$ cat src/rtl/hub_pkg.sv
package hub_pkg;
   // Line index inside the per-line arrays of the hub.
   typedef enum logic {
      LN_CLK = 1'b0,
      LN_DAT = 1'b1
   } hub_line_e;

   localparam int unsigned HUB_LINES = 2;

   // Width of the saturating counters used by the checker.
   localparam int unsigned HUB_CNT_W = 8;
endpackage

$ cat src/rtl/hub_sync.sv
module hub_sync #(
   parameter int   WIDTH   = 1,
   parameter int   STAGES  = 2,
   parameter logic RST_LVL = 1'b1
) (
   input  logic             clk,
   input  logic             rst_n,
   input  logic [WIDTH-1:0] d,
   output logic [WIDTH-1:0] q
);
   localparam int FLOPS = STAGES * WIDTH;

   generate
      if (WIDTH < 1) begin : g_bad_width
         $error("hub_sync: WIDTH must be at least 1");
      end
      if (STAGES == 0) begin : g_bypass
         assign q = d;
      end else begin : g_chain
         logic [STAGES-1:0][WIDTH-1:0] st_q;
         always_ff @(posedge clk or negedge rst_n) begin
            if (!rst_n) begin
               st_q <= {FLOPS{RST_LVL}};
            end else begin
               st_q[0] <= d;
               for (int i = 1; i < STAGES; i++) begin
                  st_q[i] <= st_q[i-1];
               end
            end
         end
         assign q = st_q[STAGES-1];
      end
   endgenerate
endmodule

$ cat src/rtl/hub_line.sv
module hub_line #(
   parameter int PORTS    = 5,
   parameter int MASK_LEN = 3
) (
   input  logic             clk,
   input  logic             rst_n,
   input  logic [PORTS-1:0] lvl,   // synchronized line level per segment
   input  logic [PORTS-1:0] en,    // segment connected
   output logic [PORTS-1:0] pd     // pull-down enable per segment
);
   logic [PORTS-1:0] pd_q;
   logic [PORTS-1:0] masked;
   logic [PORTS-1:0] src_set;
   logic [PORTS-1:0][MASK_LEN-1:0] hist_q;

   generate
      if (MASK_LEN < 1) begin : g_bad_mask
         $error("hub_line: MASK_LEN must be at least 1");
      end
      for (genvar p = 0; p < PORTS; p++) begin : g_port
         if (MASK_LEN == 1) begin : g_hist1
            always_ff @(posedge clk or negedge rst_n) begin
               if (!rst_n) hist_q[p] <= '0;
               else        hist_q[p] <= pd_q[p];
            end
         end else begin : g_histn
            always_ff @(posedge clk or negedge rst_n) begin
               if (!rst_n) hist_q[p] <= '0;
               else        hist_q[p] <= {hist_q[p][MASK_LEN-2:0], pd_q[p]};
            end
         end
         // A segment the hub drives, or released within the window, is not a source.
         assign masked[p] = pd_q[p] | (|hist_q[p]);
      end
   endgenerate

   // Segments held low by their own devices.
   assign src_set = en & ~lvl & ~masked;

   always_ff @(posedge clk or negedge rst_n) begin
      if (!rst_n) begin
         pd_q <= '0;
      end else if (|src_set) begin
         pd_q <= en & ~src_set;
      end else begin
         pd_q <= '0;
      end
   end

   assign pd = pd_q;
endmodule

$ cat src/rtl/hub_idle.sv
module hub_idle #(
   parameter int PORTS = 5
) (
   input  logic             clk,
   input  logic             rst_n,
   input  logic [PORTS-1:0] scl_s,
   input  logic [PORTS-1:0] sda_s,
   input  logic [PORTS-1:1] req_s,
   output logic [PORTS-1:1] en_act,
   output logic             busy
);
   logic [PORTS-1:1] en_q;
   logic [PORTS-1:0] en_all;
   logic scl_bus, sda_bus;
   logic scl_prev_q, sda_prev_q, busy_q;
   logic start_c, stop_c;

   assign en_all  = {en_q, 1'b1};
   assign scl_bus = &(scl_s | ~en_all);
   assign sda_bus = &(sda_s | ~en_all);

   assign start_c = scl_bus & scl_prev_q &  sda_prev_q & ~sda_bus;
   assign stop_c  = scl_bus & scl_prev_q & ~sda_prev_q &  sda_bus;

   always_ff @(posedge clk or negedge rst_n) begin
      if (!rst_n) begin
         scl_prev_q <= 1'b1;
         sda_prev_q <= 1'b1;
         busy_q     <= 1'b0;
      end else begin
         scl_prev_q <= scl_bus;
         sda_prev_q <= sda_bus;
         if (start_c)     busy_q <= 1'b1;
         else if (stop_c) busy_q <= 1'b0;
      end
   end

   generate
      for (genvar p = 1; p < PORTS; p++) begin : g_en
         always_ff @(posedge clk or negedge rst_n) begin
            if (!rst_n) begin
               en_q[p] <= 1'b1;
            end else if (!busy_q && !start_c && scl_s[p] && sda_s[p]) begin
               en_q[p] <= req_s[p];
            end
         end
      end
   endgenerate

   assign en_act = en_q;
   assign busy   = busy_q;
endmodule

$ cat src/rtl/twowire_hub.sv
module twowire_hub #(
   parameter int NUM_PORTS    = 5,
   parameter int SYNC_STAGES  = 2,
   parameter int GRACE_CYCLES = 1
) (
   input  logic                 clk,
   input  logic                 rst_n,
   input  logic [NUM_PORTS-1:0] scl_in,
   input  logic [NUM_PORTS-1:0] sda_in,
   input  logic [NUM_PORTS-1:1] en_req,
   output logic [NUM_PORTS-1:0] scl_pd,
   output logic [NUM_PORTS-1:0] sda_pd,
   output logic [NUM_PORTS-1:1] en_active,
   output logic                 bus_busy
);
   import hub_pkg::*;

   localparam int MASK_LEN = SYNC_STAGES + GRACE_CYCLES;
   localparam int SYNC_W   = 3 * NUM_PORTS - 1;

   generate
      if (NUM_PORTS < 2) begin : g_bad_ports
         $error("twowire_hub: NUM_PORTS must be at least 2");
      end
      if (SYNC_STAGES < 1) begin : g_bad_sync
         $error("twowire_hub: SYNC_STAGES must be at least 1");
      end
      if (GRACE_CYCLES < 0) begin : g_bad_grace
         $error("twowire_hub: GRACE_CYCLES must not be negative");
      end
   endgenerate

   logic [NUM_PORTS-1:0] scl_s, sda_s;
   logic [NUM_PORTS-1:1] req_s;
   logic [NUM_PORTS-1:1] en_q;
   logic [NUM_PORTS-1:0] en_all;
   logic [HUB_LINES-1:0][NUM_PORTS-1:0] lvl_v, pd_v;

   hub_sync #(
      .WIDTH  (SYNC_W),
      .STAGES (SYNC_STAGES),
      .RST_LVL(1'b1)
   ) u_sync (
      .clk  (clk),
      .rst_n(rst_n),
      .d    ({en_req, sda_in, scl_in}),
      .q    ({req_s, sda_s, scl_s})
   );

   hub_idle #(
      .PORTS(NUM_PORTS)
   ) u_idle (
      .clk   (clk),
      .rst_n (rst_n),
      .scl_s (scl_s),
      .sda_s (sda_s),
      .req_s (req_s),
      .en_act(en_q),
      .busy  (bus_busy)
   );

   assign en_all = {en_q, 1'b1};
   assign lvl_v[int'(LN_CLK)] = scl_s;
   assign lvl_v[int'(LN_DAT)] = sda_s;

   generate
      for (genvar ln = 0; ln < HUB_LINES; ln++) begin : g_line
         hub_line #(
            .PORTS   (NUM_PORTS),
            .MASK_LEN(MASK_LEN)
         ) u_line (
            .clk  (clk),
            .rst_n(rst_n),
            .lvl  (lvl_v[ln]),
            .en   (en_all),
            .pd   (pd_v[ln])
         );
      end
   endgenerate

   assign scl_pd    = pd_v[int'(LN_CLK)];
   assign sda_pd    = pd_v[int'(LN_DAT)];
   assign en_active = en_q;
endmodule

$ cat config.mk
export PLATFORM = sky130hd
export DESIGN_NAME = twowire_hub
export DESIGN_NICKNAME = d
export VERILOG_FILES = /design/src/rtl/hub_pkg.sv /design/src/rtl/hub_sync.sv /design/src/rtl/hub_line.sv /design/src/rtl/hub_idle.sv /design/src/rtl/twowire_hub.sv
export SDC_FILE = /design/constraint.sdc
export NUM_CORES = 1
export LEC_CHECK = 0
export BUFFER_PORTS_ARGS = -buffer_cell sky130_fd_sc_hd__buf_2
export CORE_UTILIZATION = 45
export CTS_CLUSTER_SIZE = 40
export DETAILED_ROUTE_END_ITERATION = 12
export GPL_ROUTABILITY_DRIVEN = 0
export PLACE_DENSITY = 0.67
export SETUP_SLACK_MARGIN = 0.1
export SLEW_MARGIN = 20
export SYNTH_ARGS = -nofsm -noshare
export SYNTH_HDL_FRONTEND = slang
export SYNTH_HIERARCHICAL = 1
export SYNTH_SLANG_ARGS = --single-unit
export TNS_END_PERCENT = 10
$ cat constraint.sdc
create_clock -name clk -period 2.39 [get_ports clk]
set_input_delay 0.239 -clock clk [delete_from_list [all_inputs] [get_ports clk]]
set_output_delay 0.239 -clock clk [all_outputs]
set_load 0.01 [all_outputs]
==> results_dict.tcl <==
set metrics [dict create \
    power_density_mw_per_mm2 1110 \
    post_cts_resized 0 \
    first_pass_iters 4 \
    pin_count 31 \
    fin_crit_sh_pct 76.5 \
    vdd_drop_max_v 0.000452 \
    wirelength_um 4130 \
    antenna_found_initial 0 \
    grt_pass1_wl_um 7330 \
    start_util_pct 47.9 \
    die_h_um 76.7 \
    synth_ff_type "dfrtp_1" \
    route.detailed.drc 0 \
    cpPeakStageDelay_ps 590 \
    cp-end-kind "flip-flop" \
    grt_pass1_vias 1527 \
    p_leak_nw 1.46 \
    multi_input_area_sq_um 473 \
    slowest_stage "dfstp_2" \
    area_growth_pct 19.7 \
    met3WireLength_um 217 \
    crit_arrival_ps 2100 \
    synth_top_area_share_pct 40.9 \
    status "complete, no violations" \
    max_cap_viol_count 0 \
    clk_pin_slew_ps 70 \
    cts_tree "yes" \
    synth.most_common_cell "dfrtp_1" \
    syn_area_sq_mm 0.00251 \
    wl_per_cell_um 14.4 \
    synth_top_cell_by_area "dfrtp_1" \
    worstMarginPinSlew_ps 584 \
    synthDistinctLibCells 23 \
    synth_edf_count 0 \
    hp-class "flip-flop to flip-flop" \
    cts_root_buf "clkbuf_8" \
    top_layer_used "met4" \
    nets 227 \
    h-tree-depth 3 \
    drt_iter0_markers 64 \
    die-width_um 76.7 \
    ys_top_cells_by_area "dfrtp_1, dfstp_2, buf_4" \
    fillers 420 \
    cts.path.max_buffers 2 \
    crit_type "flip-flop to flip-flop" \
    n_antenna_cell 0 \
    report.final.slew_viol_count 0 \
    slew_headroom_pct 61.1 \
    row_count 26 \
    wl_met2_um 2020 \
    async_flop_share_pct 100 \
    p_total_mw 3.34 \
    fin_setup_tns_ps 0 \
    syn-instance-count 165 \
    instances_no_fill 286 \
    numPortBuffers 30 \
    viasPerCell 5.00 \
    hold_viol_final 0 \
    core_area_sq_mm 0.00524 \
    cts.hold.buffers_added 15 \
    drtAntennaViolNets 0 \
    seq_area_frac_synth_pct 76.5 \
    final-seq-area_sq_mm 0.00192 \
    clk_latency_ps 340 \
    max_freq_mhz 547 \
    synth-simple-area-share_pct 11.5 \
    yosys_warnings 6 \
    setup_viol 0 \
    cts.sink_count 75 \
    dieArea_sq_mm 0.00588 \
    postCtsSetupRepairBufs 0 \
    grt_start_max_net_pins 50 \
    met1_length_um 1830 \
    dp_cells 255 \
    synthXorXnorAreaFrac_pct 0 \
    rsz0062_at_grt "false" \
    synth_top_family_by_area "simple AND/OR/NAND/NOR gates" \
    start_kind "flip-flop" \
    gr-usage-all-layers_pct 17.0 \
    dpl.hpwl_um 2760 \
    path_buf_inv 1 \
    cts_buffers 9 \
    ys_ff_latch 75 \
    overflow 0 \
    fin_util_pct 57.3 \
    synthTopCellsByCount "dfrtp_1, dfstp_2, buf_4, nand2_1" \
    cp_max_fo 7 \
    avgSynthCellArea_sq_um 15.2 \
    cp.required_ps 2660 \
    drive_gt1_share_pct 38.9 \
    vias 1431 \
    synth_compound_area_share_pct 4.99 \
    cpLargestDelayFamily "compound AO/OA/AOI/OAI gates" \
    r2r_slack_ps 560 \
    skew_ps 4.19 \
    muxShareOfSynthArea_pct 1.80 \
    synth_adder_area_share_pct 0 \
    path_cells "inv_1 > o21ai_0 > nor3_2 > a211oi_1 > mux2_1" \
    fin_crit_ps 1830 \
]
path summary, 6_finish.rpt:
path,cells past startpoint,startpoint,end
setup / recovery,5,u_idle/en_act[1],u_idle/en_act[3]
hold / removal,0,u_sync/g_chain.st_q[13],u_sync/q[13]
setup reg to reg,5,u_idle/en_act[1],u_idle/en_act[3]
hold reg to reg,0,u_sync/g_chain.st_q[13],u_sync/q[13]
max in group asynchronous,3,rst_n,u_sync/g_chain.st_q[9]
min in group asynchronous,2,rst_n,g_line[1].u_line/hist_q[2]
kinds of logic (layout without fill, tap and decap cells):
logic type,count (synthesis),in the layout
buffers and inverters,20,68
AOI/OAI and AO/OA,15,15
other,1,4
and+or+nand+nor,50,50
DFF,75,75
muxes,4,4
flip-flops by register name (all words and copies together) (netlist names):
| name | cells |
|---|---|
| u_idle/sda_prev_q | 1 |
| u_idle/busy | 1 |
| g_line.u_line/hist_q | 30 |
| u_idle/en_act | 4 |
| u_sync/q | 14 |
| u_sync/g_chain.st_q | 14 |
| g_line.u_line/pd | 10 |
| u_idle/scl_prev_q | 1 |
metrics by stage:
| step | hold WS, ps | worst slack [ps] | area (sq um) |
|---|---|---|---|
| after floorplan | -56.6 | 743 | 2520 |
| after global placement | 256 | 713 | 2670 |
| after detailed placement | 268 | 611 | 2670 |
| after CTS | 358 | 589 | 3000 |
| after global routing | 359 | 432 | 3000 |
| final | 355 | 563 | 3000 |
cells in the final DEF (no fill, tap or decap), drive strengths merged, types with 3 or more instances in the layout:
master | Yosys | final
conb | 1 | 4
o211a | 4 | 4
o21ai | 3 | 3
inv | 6 | 6
nor4 | 8 | 8
clkinv | 0 | 4
dfstp | 34 | 34
nand4 | 6 | 6
nor2 | 3 | 3
clkbuf | 0 | 11
dlygate4sd3 | 0 | 15
dfrtp | 41 | 41
a211oi | 4 | 4
nand3b | 8 | 8
buf | 14 | 31
and3 | 6 | 6
nand2 | 14 | 14
mux2 | 4 | 4
final cells by class:
class / count / area share, %
inverter: 6 / 0.750
clock buffer: 11 / 5.04
clock inverter: 5 / 0.917
multi-input combinational: 73 / 15.8
timing repair buffer: 46 / 10.7
tap: 70 / 2.92
sequential: 75 / 63.9
worst reg2reg max path, cell delays in order (launching register included):
cell and delay, ps:
dfstp_2 590, inv_1 70, o21ai_0 310, nor3_2 140, a211oi_1 290, mux2_1 360
metal layers:
metal / global-route usage (%) / vias up
met5: 0 / -
met4: 7.12 / 0
met3: 8.93 / 8
met2: 25.5 / 40
met1: 20.6 / 733
li1: - / 650
report_power, final:
group          internal [mW]  switching [mW]  leakage, nW
registers               1.65           0.224        0.901
clock network          0.425           0.425       0.0949
logic                  0.280           0.330        0.466
total                   2.36           0.979         1.46
No activity file was read; power rests on OpenSTA's default activity.
